==> src/rtl/burst_pkg.sv <==
package burst_pkg;
    typedef enum logic [1:0] {
        ST_IDLE = 2'd0,
        ST_RUN  = 2'd1,
        ST_HOLD = 2'd2
    } bst_state_t;
endpackage

==> src/rtl/burst_ctrl.sv <==
module burst_ctrl
    import burst_pkg::*;
#(
    parameter int BEAT_W = 2
) (
    input  logic              clk,
    input  logic              rst_n,
    input  logic              start,
    input  logic              step_n,
    output logic [BEAT_W-1:0] beat
);
    bst_state_t state_q, state_d;
    logic       clr_beat, inc_beat;

    always_ff @(posedge clk or negedge rst_n) begin
        if (!rst_n) state_q <= ST_IDLE;
        else        state_q <= state_d;
    end

    always_comb begin
        state_d  = state_q;
        clr_beat = 1'b0;
        inc_beat = 1'b0;
        unique case (state_q)
            ST_IDLE: begin
                if (start) begin
                    state_d  = ST_RUN;
                    clr_beat = 1'b1;
                end
            end
            ST_RUN, ST_HOLD: begin
                if (start) begin
                    state_d  = ST_RUN;
                    clr_beat = 1'b1;
                end else if (!step_n) begin
                    state_d  = ST_RUN;
                    inc_beat = 1'b1;
                end else begin
                    state_d  = ST_HOLD;
                end
            end
            default: state_d = ST_IDLE;
        endcase
    end

    always_ff @(posedge clk or negedge rst_n) begin
        if (!rst_n)        beat <= '0;
        else if (clr_beat) beat <= '0;
        else if (inc_beat) beat <= beat + 1'b1;
    end
endmodule

==> src/rtl/addr_map.sv <==
module addr_map #(
    parameter int BEAT_W = 2
) (
    input  logic              order_ilv,
    input  logic [BEAT_W-1:0] start_bits,
    input  logic [BEAT_W-1:0] beat,
    output logic [BEAT_W-1:0] low_bits
);
    logic [BEAT_W-1:0] ilv_bits, lin_bits;

    assign ilv_bits = start_bits ^ beat;
    assign lin_bits = start_bits + beat;
    assign low_bits = order_ilv ? ilv_bits : lin_bits;
endmodule

==> src/rtl/burst_addr_gen.sv <==
module burst_addr_gen #(
    parameter int ADDR_W    = 16,
    parameter int BURST_LEN = 4
) (
    input  logic              clk,
    input  logic              rst_n,
    input  logic [ADDR_W-1:0] ext_addr,
    input  logic              start,
    input  logic              step_n,
    input  logic              order_ilv,
    output logic [ADDR_W-1:0] addr_out
);
    localparam int BEAT_W = $clog2(BURST_LEN);

    logic [ADDR_W-1:0] base_q;
    logic [BEAT_W-1:0] beat;
    logic [BEAT_W-1:0] low_bits;

    always_ff @(posedge clk or negedge rst_n) begin
        if (!rst_n)     base_q <= '0;
        else if (start) base_q <= ext_addr;
    end

    burst_ctrl #(.BEAT_W(BEAT_W)) u_ctrl (
        .clk    (clk),
        .rst_n  (rst_n),
        .start  (start),
        .step_n (step_n),
        .beat   (beat)
    );

    addr_map #(.BEAT_W(BEAT_W)) u_map (
        .order_ilv  (order_ilv),
        .start_bits (base_q[BEAT_W-1:0]),
        .beat       (beat),
        .low_bits   (low_bits)
    );

    assign addr_out = {base_q[ADDR_W-1:BEAT_W], low_bits};
endmodule

==> config.mk <==
export PLATFORM = sky130hd
export DESIGN_NAME = burst_addr_gen
export DESIGN_NICKNAME = d
export VERILOG_FILES = /design/src/rtl/burst_pkg.sv /design/src/rtl/burst_ctrl.sv /design/src/rtl/addr_map.sv /design/src/rtl/burst_addr_gen.sv
export SDC_FILE = /design/constraint.sdc
export NUM_CORES = 1
export LEC_CHECK = 0
export BUFFER_PORTS_ARGS = -buffer_cell sky130_fd_sc_hd__buf_2
export CAP_MARGIN = 20
export CORE_UTILIZATION = 40
export DETAILED_ROUTE_END_ITERATION = 6
export PLACE_DENSITY = 0.72
export SETUP_SLACK_MARGIN = 0.02
export SYNTH_ARGS = -nofsm -noshare
export SYNTH_HDL_FRONTEND = slang
export SYNTH_SLANG_ARGS = --single-unit
==> constraint.sdc <==
create_clock -name clk -period 2.8 [get_ports clk]
set_input_delay 0.56 -clock clk [delete_from_list [all_inputs] [get_ports clk]]
set_output_delay 0.56 -clock clk [all_outputs]
set_load 0.01 [all_outputs]
Yosys cells after proc, flatten, opt, wreduce, memory -nomap -nowiden
Cells that the tools add are included.

Register bits: 20. Input port bits: 21.

Bitwise operators: 1. Eq/ne operators: 3. Reduce and logical (&&, ||, !) cells: 4. $add $sub $neg: 2. Multiplexer cells: 12.

Operator list (number): 2-to-1 mux 2 bit (6); 2-to-1 mux 1 bit (5); one-hot mux 2 bit (2 select lines) (1); OR reduction 3 bit (1); adder 2 x 1 -> 2 bit, second input constant (1); adder 2 bit (1); == test 2 x 1 -> 1 bit, second input constant (1); == test 2 bit, second input constant (1); zero test 2 bit (1); != test 2 bit, second input constant (1); nonzero test 2 bit (1); OR reduction 2 bit (1); XOR 2 bit (1).

Longest topological paths before layout
Depth in word-level cells: 5. Depth in mapped cells: 5. Depth with buffers taken out: 5.

Cells and area by module
A second synthesis with hierarchy kept.

Cells, all modules: 76. Area total of the unflattened synthesis: 1041.0 µm².

Modules (own cells, without submodules): burst_addr_gen (cells each 48, sequential area each 400.4 µm², instances 1, area an instance 754.5 µm²); burst_ctrl (cells each 24, sequential area each 100.1 µm², instances 1, area an instance 250.2 µm²); addr_map (cells each 4, sequential area each 0.0 µm², instances 1, area an instance 36.3 µm²).

Worst setup path after synthesis
No wires, ideal clock.

Path type: reg-to-output. From: register u_ctrl.beat[0]. To: output addr_out[1]. Path buffers: 0. Arrival: 0.922 ns. Slack: 1.318 ns. Cell stages (with the launch flop): 4. Data required time: 2.240 ns. Path through: dfrtp_1 -> ha_1 -> nor2b_1 -> xnor2_1.

Longest elaborated chain between the ends: 2.

Ends and longest elaborated chain: start: declaration (RTL line burst_ctrl.sv:10) `output logic [BEAT_W-1:0] beat`; start signal: assignment (RTL line burst_ctrl.sv:49) `else if (inc_beat) beat <= beat + 1'b1;`; adder 2 bit (RTL line addr_map.sv:12) `assign lin_bits = start_bits + beat;`; 2-to-1 mux 2 bit (RTL line addr_map.sv:13) `assign low_bits = order_ilv ? ilv_bits : lin_bits;`; end: declaration (RTL line burst_addr_gen.sv:11) `output logic [ADDR_W-1:0] addr_out`.

No other way between the ends.

Worst setup path after layout
Ends and elaborated chain as after synthesis.

==> metrics.md <==
| Metric | Value |
|---|---|
| Outcome | `complete, no violations` |
| # nets final | `roughly 130` |
| Global-route met3 utilization | `1.754%` |
| R2R Setup Slk | `1.21 ns` |
| Drt total wl | `1.560 mm` |
| Placed cell area | `0.001085 mm2` |
| Netlist cell types | `19` |
| Met2 GRT Util | `a little under a quarter` |
| CP Class | `reg -> out` |
| Largest cells by area after synthesis | `dfrtp_1 51%, mux2_2 17%, buf_4 11%` |
| Design Area, Final | `about 0.0011 mm2` |
| Post-CTS Resized | `0` |
| Flop and latch count out of synthesis | `20` |
| Max_slew headroom | `68.91%` |
| Register share of total power | `about half` |
| Final worst path period share | `about two thirds` |
| Via Count | `626` |
| FF-to-FF End | `u_ctrl.state_q[1]$_DFFE_PN0P_` |
| Max frequency | `roughly 530 MHz` |
| Pwr dens | `~680 mW/mm2` |
| Sum of negative setup slack | `0 ns` |
| Die footprint | `between 0.002 and 0.003 mm2` |
| Setup ws final | `just over 0.9 ns` |
| Detail Route Antenna Nets | `0` |
| Global Route Usage Sum | `around an eighth` |
| Post-CTS setup buffers | `0` |
| Peak supply drop | `0.3667 mV` |
| Final Critical Period | `~1.9 ns` |
| CTS tree | `done` |
| Met1 usage | `roughly 15%` |
| RSZ-0062 raised after global routing | `false` |
| Initial DRC Count | `1` |
| Int Pwr | `532.9 uW` |
| Starting Density | `between 40% and 50%` |
| Placed insts | `~130` |
| Skew final | `around 0.0012 ns` |
| Io pins | `37` |
| Hold WC Path Type | `in -> async` |
| Worst EP required | `between 2 and 2.5 ns` |
| GP Congestion | `roughly 0.69` |
| Leak pwr | `roughly 0.54 nW` |
| Per-cell routed wire length | `around 12 um` |
| Leading area contributor after synthesis | `dfrtp_1` |
| Max-slew violations | `0` |
| CTS H-tree depth | `1` |
| Reg2Reg Launch Point | `u_ctrl.state_q[1]$_DFFE_PN0P_` |
| GRT busiest layer | `met2` |
| Antenna Cells | `0` |
| Vias in the first global route | `a little over 600` |
| Placement Setup Slack | `1.173 ns` |
| Avg Inst Size Synth | `approximately 13 um2` |
| Final setup violation count | `0` |
| Area Overhead vs Synth | `13.85%` |
| Initial antenna violation count | `0` |
| Ys Warns | `0` |
| Fin util | `approximately half` |
| Vias/cell | `just under 5` |
| Switching Fraction | `around 30%` |
| NetSw | `around 230 uW` |
| Clock share of power | `between 20% and 30%` |
| Mapped Area | `984.7 um2` |
| Drt drc | `0` |
| Crit start category | `register` |
| Core area | `0.002276 mm2` |
| Comb pwr share | `between 30% and 40%` |
| Yosys top cell area share | `between 50% and 60%` |
| IO Port Bufs | `36` |
| CTS hold repair buffers | `0` |
| Crit path arrival time | `1.31 ns` |
| Total CTS buffers | `3` |
| Clock sinks | `20` |
| Die extent in x | `51.62 um` |
| Global route overflow | `0` |
| First-pass iteration count of the detailed router | `2` |
| Post-synthesis net count | `102` |
| Maxcap violations | `0` |
| Share of cells above drive strength 1 | `a little under three fifths` |
| Cells after Synth | `just under 80` |
| Worst Max-Slew Pin Slew | `around 0.47 ns` |
| R2R depth | `5` |
| Hpwl dp | `between 1 and 1.5 mm` |
| Die H | `51.62 um` |
| Fin Hold WS | `0.1966 ns` |
| Fin cells | `roughly 130` |
| Root Buffer | `clkbuf_4` |
| FP Rows | `17` |
| First-pass GRT wire length | `around 2.5 mm` |
| Clock buffer depth | `2` |
| Sequential-to-total area share from yosys stat | `50.83%` |
| Power consumption | `765.1 uW` |
| Largest net degree at the start of global routing | `24` |
| Crit Path Max Fanout | `4` |
| Final hold vios | `0` |
| Reg clk slew, reported paths | `0.11 ns` |
| Worst-Skew Late Latency | `around 0.29 ns` |
| CP Capture Type | `primary output` |
-- layer usage --
| metal | up-vias | share of wire, % |
|---|---|---|
| li1 | 293 | - |
| met1 | 311 | 41 |
| met2 | 22 | 53 |
| met3 | 0 | 6.4 |
| met4 | 0 | 0 |
| met5 | - | 0 |
-- sequential cells by signal, summed over array words and instances (netlist names) --
signal	flops
base_q	16
u_ctrl.beat	2
u_ctrl.state_q	2
-- cell type report --
cell class / count / area, um2
tap: 28 / 35.03
sequential: 20 / 500.5
inverter: 3 / 11.26
fill: 214 / 1155
timing repair buffer: 36 / 180.2
multi-input combinational: 38 / 357.8
clock buffer: 4 / 36.28
-- synth_stat cells --
library cell,instances
dfrtp_1,20
mux2_2,15
buf_4,14
ha_1,4
o21ai_0,3
xnor2_1,3
buf_2,2
inv_1,2
nand3_1,2
nand3b_1,2
nor2b_1,2
a21oi_2,1
inv_2,1
mux2_1,1
nand2_1,1
o21ai_1,1
o31a_1,1
or4b_4,1
xor2_1,1
-- power by group through the flow --
stage | Clock (mW) | Combinational [mW] | Sequential (mW)
floorplan | 0 | 0.192 | 0.367
global placement | 0 | 0.224 | 0.370
detailed placement | 0 | 0.237 | 0.375
CTS | 0.174 | 0.238 | 0.369
global route | 0.185 | 0.259 | 0.375
finish | 0.162 | 0.234 | 0.369
-- cells in the final DEF (no fill, tap or decap), drive strengths merged --
| master | instances |
|---|---|
| a21oi | 1 |
| or4b | 1 |
| nand3 | 2 |
| ha | 4 |
| mux2 | 16 |
| inv | 3 |
| xnor2 | 3 |
| nor2b | 2 |
| nand2 | 1 |
| o21ai | 4 |
| xor2 | 1 |
| nand3b | 2 |
| dfrtp | 20 |
| o31a | 1 |
| clkbuf | 4 |
| buf | 36 |
-- worst max-delay path: stages (launching register included) --
cell	delay (ns)
dfrtp_1	0.43
ha_1	0.20
nor2b_1	0.14
xnor2_1	0.12
buf_2	0.14
-- kinds of logic (layout without fill, tap and decap cells) --
| family | count (synthesis) | in the layout | synth area share [%] |
|---|---|---|---|
| AOI/OAI and AO/OA | 6 | 6 | 3.811 |
| xor gates and xnor gates | 4 | 4 | 3.558 |
| adders and majority gates | 4 | 4 | 5.083 |
| buffers and inverters | 19 | 43 | 12.83 |
| DFF | 20 | 20 | 50.83 |
| muxes | 16 | 16 | 18.30 |
| and+or+nand+nor | 8 | 8 | 5.590 |
-- worst max path at each step --
stage | slack [ns] | endpoint | start
floorplan | 1.32 | addr_out[1] | u_ctrl.beat[0]$_DFFE_PN0P_
global placement | 1.21 | addr_out[1] | order_ilv
detailed placement | 1.17 | addr_out[1] | order_ilv
CTS | 0.90 | addr_out[1] | u_ctrl.beat[0]$_DFFE_PN0P_
global route | 0.85 | addr_out[1] | u_ctrl.beat[0]$_DFFE_PN0P_
finish | 0.93 | addr_out[1] | u_ctrl.beat[0]$_DFFE_PN0P_
Power figures use the tool's default switching activity.
